File: src/rtl/isqrt_pkg.sv
package isqrt_pkg;

    localparam int DATA_W = 16;
    localparam int ROOT_W = DATA_W / 2;
    localparam int REM_W  = ROOT_W + 3;
    localparam int ITERS  = ROOT_W;
    localparam int CNT_W  = $clog2(ITERS);

    typedef struct packed {
        logic [DATA_W-1:0] src;
        logic [ROOT_W-1:0] root;
        logic [REM_W-1:0]  rem;
    } sqrt_state_t;

    typedef struct packed {
        logic [DATA_W-1:0] root;
        logic [DATA_W-1:0] rem;
        logic [DATA_W-1:0] clr;
        logic [DATA_W-1:0] keep;
    } sqrt_result_t;

    function automatic sqrt_state_t sqrt_iter(input sqrt_state_t s);
        sqrt_state_t      n;
        logic [REM_W-1:0] pulled;
        logic [REM_W-1:0] trial;
        pulled = {s.rem[REM_W-3:0], s.src[DATA_W-1 -: 2]};
        trial  = {{(REM_W-ROOT_W-2){1'b0}}, s.root, 2'b01};
        n.src  = {s.src[DATA_W-3:0], 2'b00};
        if (pulled >= trial) begin
            n.rem  = pulled - trial;
            n.root = {s.root[ROOT_W-2:0], 1'b1};
        end else begin
            n.rem  = pulled;
            n.root = {s.root[ROOT_W-2:0], 1'b0};
        end
        return n;
    endfunction

endpackage

File: src/rtl/isqrt_step.sv
module isqrt_step
    import isqrt_pkg::*;
(
    input  sqrt_state_t cur_i,
    output sqrt_state_t nxt_o
);
    always_comb begin
        nxt_o = sqrt_iter(cur_i);
    end
endmodule

File: src/rtl/isqrt_ctrl.sv
module isqrt_ctrl
    import isqrt_pkg::*;
(
    input  logic clk,
    input  logic rst,
    input  logic start_i,
    output logic accept_o,
    output logic busy_o,
    output logic last_o,
    output logic done_o
);
    logic [CNT_W-1:0] cnt_q;

    assign accept_o = start_i && !busy_o;
    assign last_o   = busy_o && (cnt_q == CNT_W'(ITERS - 1));

    always_ff @(posedge clk) begin
        if (rst) begin
            busy_o <= 1'b0;
            done_o <= 1'b0;
            cnt_q  <= '0;
        end else begin
            done_o <= last_o;
            if (accept_o) begin
                busy_o <= 1'b1;
                cnt_q  <= '0;
            end else if (busy_o) begin
                cnt_q <= cnt_q + 1'b1;
                if (last_o) begin
                    busy_o <= 1'b0;
                end
            end
        end
    end
endmodule

File: src/rtl/isqrt_unit.sv
module isqrt_unit
    import isqrt_pkg::*;
(
    input  logic              clk,
    input  logic              rst,
    input  logic              start_i,
    input  logic [DATA_W-1:0] operand_i,
    input  logic [DATA_W-1:0] keep_i,
    output logic              busy_o,
    output logic              done_o,
    output logic [DATA_W-1:0] root_o,
    output logic [DATA_W-1:0] rem_o,
    output logic [DATA_W-1:0] clr_o,
    output logic [DATA_W-1:0] keep_o
);
    logic         accept;
    logic         last;
    sqrt_state_t  st_q;
    sqrt_state_t  st_nxt;
    sqrt_result_t res_q;
    logic [DATA_W-1:0] keep_q;

    isqrt_ctrl ctrl_i (
        .clk      (clk),
        .rst      (rst),
        .start_i  (start_i),
        .accept_o (accept),
        .busy_o   (busy_o),
        .last_o   (last),
        .done_o   (done_o)
    );

    isqrt_step step_i (
        .cur_i (st_q),
        .nxt_o (st_nxt)
    );

    always_ff @(posedge clk) begin
        if (rst) begin
            st_q   <= '0;
            keep_q <= '0;
            res_q  <= '0;
        end else begin
            if (accept) begin
                st_q.src  <= operand_i;
                st_q.root <= '0;
                st_q.rem  <= '0;
                keep_q    <= keep_i;
            end else if (busy_o) begin
                st_q <= st_nxt;
            end
            if (last) begin
                res_q.root <= DATA_W'(st_nxt.root);
                res_q.rem  <= DATA_W'(st_nxt.rem);
                res_q.clr  <= '0;
                res_q.keep <= keep_q;
            end
        end
    end

    assign root_o = res_q.root;
    assign rem_o  = res_q.rem;
    assign clr_o  = res_q.clr;
    assign keep_o = res_q.keep;
endmodule

File: config.mk
export PLATFORM = sky130hd
export DESIGN_NAME = isqrt_unit
export DESIGN_NICKNAME = d
export VERILOG_FILES = /design/src/rtl/isqrt_pkg.sv /design/src/rtl/isqrt_step.sv /design/src/rtl/isqrt_ctrl.sv /design/src/rtl/isqrt_unit.sv
export SDC_FILE = /design/constraint.sdc
export NUM_CORES = 1
export LEC_CHECK = 0
export BUFFER_PORTS_ARGS = -buffer_cell sky130_fd_sc_hd__buf_2
export CAP_MARGIN = 40
export CORE_ASPECT_RATIO = 0.6
export CORE_MARGIN = 3
export CORE_UTILIZATION = 53
export CTS_CLUSTER_DIAMETER = 80
export DETAILED_ROUTE_END_ITERATION = 7
export GPL_TIMING_DRIVEN = 0
export PLACE_DENSITY = 0.8
export SLEW_MARGIN = 20
export SYNTH_ARGS = -nofsm -noshare
export SYNTH_HDL_FRONTEND = slang
export SYNTH_SLANG_ARGS = --single-unit
export TNS_END_PERCENT = 30
File: constraint.sdc
create_clock -name clk -period 2.3 [get_ports clk]
set_input_delay 0.345 -clock clk [delete_from_list [all_inputs] [get_ports clk]]
set_output_delay 0.345 -clock clk [all_outputs]
set_load 0.03 [all_outputs]
# Word-level counts from Yosys, hierarchy flattened
# Cells that the tools add are included.
# totals
word_cells	25
output_inout_bits	66
reg_bits	91
inputBits	35
# classes
n_mux	6
eq_ne	1
addsub	2
reduce_logical	5
order_cmp	1
# ops
operator	n
$mux W35	2
$mux W12	1
$ge A11 B10 Y1	1
$sub A11 B10 Y11	1
$add A3 B1 Y3 const B	1
$eq A3 B3 Y1 const B	1
$mux W1	3
$logic_and A1 B1 Y1	2
$reduce_bool A2 Y1	1
$reduce_or A2 Y1	1
$logic_not A1 Y1	1

# Depth between registers and ports, before layout
# logic_depth
depth_word	5
mapped_depth	9
mapped_depth_nobuf	7

# Cells and area by module
# From an unflattened synthesis, not the netlist that was laid out.
# unflattened
hier_cells	455
area_unflattened_um2	4524.3
# by_module_without_submodules
mod	cells_per_inst	seq_area_each_um2	n_inst	area_each_um2
isqrt_unit	328	1721.7	1	3490.8
isqrt_step	106	0.0	1	820.8
isqrt_ctrl	21	100.1	1	212.7

# Worst setup path after synthesis
# OpenSTA, ideal clock, no wires.
# synth_timing
path_type	register -> register
from	register st_q[13] in the netlist's numbering
to	register st_q[6] in the netlist's numbering
setup_time_ns	0.074
n_path_buf	2
synth_period_minus_slack_ns	1.957
stages_incl_launch_ff	10
setup_slack_ns	0.343
arrival_ns	1.882
required_time_ns	2.226
path_cell_list	dfxtp_1 inv_1 ha_1 a2111oi_2 o21a_1 o211a_1 buf_6 buf_6 nand2_1 a31oi_1
# synth_via
elab_chain_len	2
word_cells_on_any_way	3
cone_classes	add/sub (1); order compare (1); mux (1)
# synth_lines
item	line	text
start, declared	isqrt_unit.sv:18	sqrt_state_t st_q;
start signal, assigned	isqrt_unit.sv:50	st_q <= st_nxt;
$sub A11 B10 Y11 or $ge A11 B10 Y1 (tied branches)	isqrt_pkg.sv:30, isqrt_pkg.sv:29	
$mux W12 (*)	isqrt_pkg.sv:29	if (pulled >= trial) begin
# Every way passes the cells marked *; elsewhere a longest branch is shown, timed or not.
# A chain may end at the register's enable or synchronous reset.

# Worst setup path after layout
# layout_timing
from	register st_q[11] in the netlist's numbering
to	register st_q[6] in the netlist's numbering
# The elaborated chain is that of the path after synthesis.

==> flow_metrics.py <==
metrics = {
    "finish": {
        "layout.nets": 602,
        "nFillCells": 556,
        "drive_above_1_share": 0.2357,
        "antenna_cells": 0,
        "area_delta_synth_final_pct": 24.74,
        "finalNonFillerCells": 660,
        "final_area_mm2": 0.004946,
    },
    "die": {
        "ioPinCount": 101,
        "initial_utilization": 0.5693,
        "dieWidth_um": 117.7,
        "coreArea_mm2": 0.006964,
        "dieArea_mm2": 0.008590,
        "rows": 23,
        "die_h_um": 73,
    },
    "pwr": {
        "pwr-share-clk": 0.379,
        "pwr-share-seq": 0.406,
        "ir_drop_mv": 0.6047,
        "sw_frac_of_total": 0.2973,
        "p_comb_frac": 0.216,
        "leakagePower_nw": 2.251,
        "p_int_mw": 2.840,
        "switchingPower_mw": 1.202,
        "p_per_area_mw_per_mm2": 817.2,
    },
    "critical_path": {
        "critical_path.cell_chain": "inv_1 > ha_2 > o211ai_1 > o21a_1 > o211a_1 > buf_6 > a221o_1 > a31oi_1",
        "cp-start-kind": "flip-flop",
        "crit_slowest_cell": "ha_2",
        "cp.arrival_ns": 2.49,
        "slowest_delay_ns": 0.39,
        "worstPathRequired_ns": 2.57,
        "criticalPathCategory": "flip-flop to flip-flop",
        "critical_path.max_fanout": 9,
        "end_kind": "flip-flop",
    },
    "clock_tree": {
        "cts_buffers": 9,
        "clk_pin_slew_worst_paths_ns": 0.07,
        "clock-sinks": 89,
        "cts.htree.levels": 3,
        "root_buffer": "clkbuf_16",
        "worstSkewPairLatency_ns": 0.34,
        "cts.path.max_buffers": 2,
        "holdBufCountCts": 0,
        "cts_tree": "built",
    },
    "route": {
        "drc_errors": 0,
        "initialDrtViolationCount": 274,
        "ant_nets": 0,
        "wl_per_cell_um": 15.44,
        "via_per_inst": 5.282,
        "vias": 3486,
        "firstDrtPassIters": 5,
        "wirelength_um": 10190,
    },
    "logic_synthesis": {
        "synth-seq-area-share": 0.4494,
        "synthArstFlopShare": 0,
        "avgSynthCellArea_um2": 8.870,
        "synth_top_cell_area_share": 0.4494,
        "synth_ff_type": "dfxtp_1",
        "synth_cell_types": 48,
        "syn_area_mm2": 0.003965,
        "syn_inst": 447,
        "ys_warn_count": 0,
        "yosys-top-cells-area": "dfxtp_1 45%, mux2i_1 7.6%, buf_4 5.5%, nand2_1 5.2%, a21oi_1 4.9%",
        "netlist.top_cell.by_area": "dfxtp_1",
        "synth_edf_count": 0,
        "ys_ff_latch": 89,
    },
    "job": {
        "maxCapViolations": 0,
    },
    "grt": {
        "grt_max_degree": 17,
        "antenna_found_initial": 0,
        "grt-ovfl-total": 0,
        "grt_pass1_wl_um": 15930,
        "grt_pass1_vias": 3234,
        "grt.total_usage": 0.2347,
    },
    "sta": {
        "max_freq_mhz": 449.6,
        "fin_skew_ns": 0.005467,
        "setup_viol": 0,
        "slew_headroom": 0.5771,
        "setup_ws_ns": 0.07581,
        "tightestPinTransition_ns": 0.6343,
        "hold_ws_ns": 0.2330,
        "min_period_ns": 2.224,
        "final_hold_viol_count": 0,
        "period_share": 0.9670,
        "finalSetupTns_ns": 0,
        "slew_viol_final": 0,
    },
    "worst_hold_path": {
        "hold_path_class": "input pin to flip-flop",
    },
    "placement": {
        "placed_area_mm2": 0.004541,
        "dp_cells": 644,
        "dp_slack_ns": -0.01865,
        "port_buffers": 69,
        "routabilityCongestion": 0.9167,
        "hpwlAfterDp_um": 7458,
    },
    "outcome": {
        "status": "complete, no violations",
    },
}
what timing repair did:
action                                  in CTS  in global routing
resized for setup                            2                 11
pin swaps                                    0                  2
endpoints found under the setup margin       5                 30
setup buffers                                0                  1
synthesized netlist by cell type (all sizes together) (4+ instances only):
cell	count
dfxtp	89
nor3	4
clkbuf	21
o21a	6
ha	12
xor2	5
buf	36
o31ai	4
nand4	4
nor2	45
o21ai	22
inv	13
a21oi	39
mux2i	30
nand2	55
a22o	17
registers in the layout, summed over array words and instances (netlist names):
| name | flops |
|---|---|
| ctrl_i.cnt_q | 3 |
| root_o | 8 |
| keep_o | 16 |
| ctrl_i.done_o | 1 |
| st_q | 33 |
| rem_o | 11 |
| keep_q | 16 |
| ctrl_i.busy_o | 1 |
layout make-up:
| type | count | area (µm²) | area share |
|---|---|---|---|
| clock buffer | 10 | 239.0 | 0.04832 |
| tap | 100 | 125.1 | 0.02530 |
| sequential | 89 | 1782 | 0.3602 |
| timing repair buffer | 70 | 365.4 | 0.07387 |
| inverter | 13 | 48.80 | 0.009866 |
| buffer | 56 | 337.8 | 0.06830 |
| clock inverter | 6 | 72.57 | 0.01467 |
| multi-input combinational | 316 | 1976 | 0.3994 |
cell families (layout without fill, tap and decap cells):
kind of cell,Yosys count,after routing,share of synthesized area
adders and majority gates,12,12,0.03787
other,1,29,0.0009458
buffers and inverters,70,155,0.09846
AOI/OAI and AO/OA,111,111,0.1830
DFF,89,89,0.4494
and+or+nand+nor,126,126,0.1370
xor gates and xnor gates,8,8,0.01767
muxes,30,30,0.07573
layer usage:
| metal | track usage | part of all wire |
|---|---|---|
| met1 | 0.3280 | 0.47 |
| met2 | 0.3397 | 0.42 |
| met3 | 0.07978 | 0.088 |
| met4 | 0.08312 | 0.016 |
| met5 | 0 | 0 |
per-stage QoR:
stage                       util  total power, mW
final                     0.7102            4.042
after global routing      0.7102            4.191
after CTS                 0.6987            3.959
after detailed placement  0.6520            2.432
after global placement    0.6520            2.410
after floorplan                -            2.260
cells in the final DEF, fill, tap and decap left out, types with 3 or more instances in the layout:
| cell | Yosys | routed |
|---|---|---|
| a21oi_1 | 39 | 38 |
| a22o_1 | 17 | 17 |
| a32oi_1 | 3 | 3 |
| buf_2 | 3 | 72 |
| buf_4 | 29 | 29 |
| clkbuf_1 | 21 | 20 |
| clkbuf_16 | 0 | 9 |
| conb_1 | 1 | 29 |
| dfxtp_1 | 89 | 89 |
| ha_1 | 12 | 8 |
| ha_4 | 0 | 3 |
| inv_1 | 13 | 13 |
| inv_6 | 0 | 3 |
| mux2i_1 | 30 | 30 |
| nand2_1 | 55 | 55 |
| nand2b_1 | 3 | 3 |
| nand3_1 | 3 | 3 |
| nand4_1 | 4 | 4 |
| nor2_1 | 45 | 45 |
| nor3_1 | 4 | 4 |
| o21a_1 | 6 | 6 |
| o21ai_0 | 17 | 17 |
| o21ai_1 | 5 | 4 |
| o31ai_1 | 4 | 4 |
| xnor2_1 | 3 | 3 |
| xor2_1 | 5 | 5 |
power by group through the flow:
stage | logic (mW) | clock network (mW) | registers [mW]
after floorplan | 0.603 | 0 | 1.66
after global placement | 0.744 | 0 | 1.67
after detailed placement | 0.763 | 0 | 1.67
after CTS | 0.788 | 1.54 | 1.63
after global routing | 0.935 | 1.61 | 1.64
final | 0.872 | 1.53 | 1.64
worst paths after layout:
kind | cells past startpoint | slack, ns | startpoint | end
worst max-delay path | 8 | 0.08 | st_q[11] | st_q[6]
worst min-delay path | 3 | 0.23 | keep_i[13] | keep_q[13]
worst max register to register | 8 | 0.08 | st_q[11] | st_q[6]
worst min register to register | 2 | 0.45 | rem_o[4] | rem_o[4]
critical path, delay by kind of cell (launching register included):
family / cells / cell delay, ns
AO/OA/AOI/OAI: 5 / 1.15
adder cells (fa/ha/maj): 1 / 0.39
flip-flops: 1 / 0.37
buffers and inverters: 2 / 0.24
(Power assumes the default switching activity.)
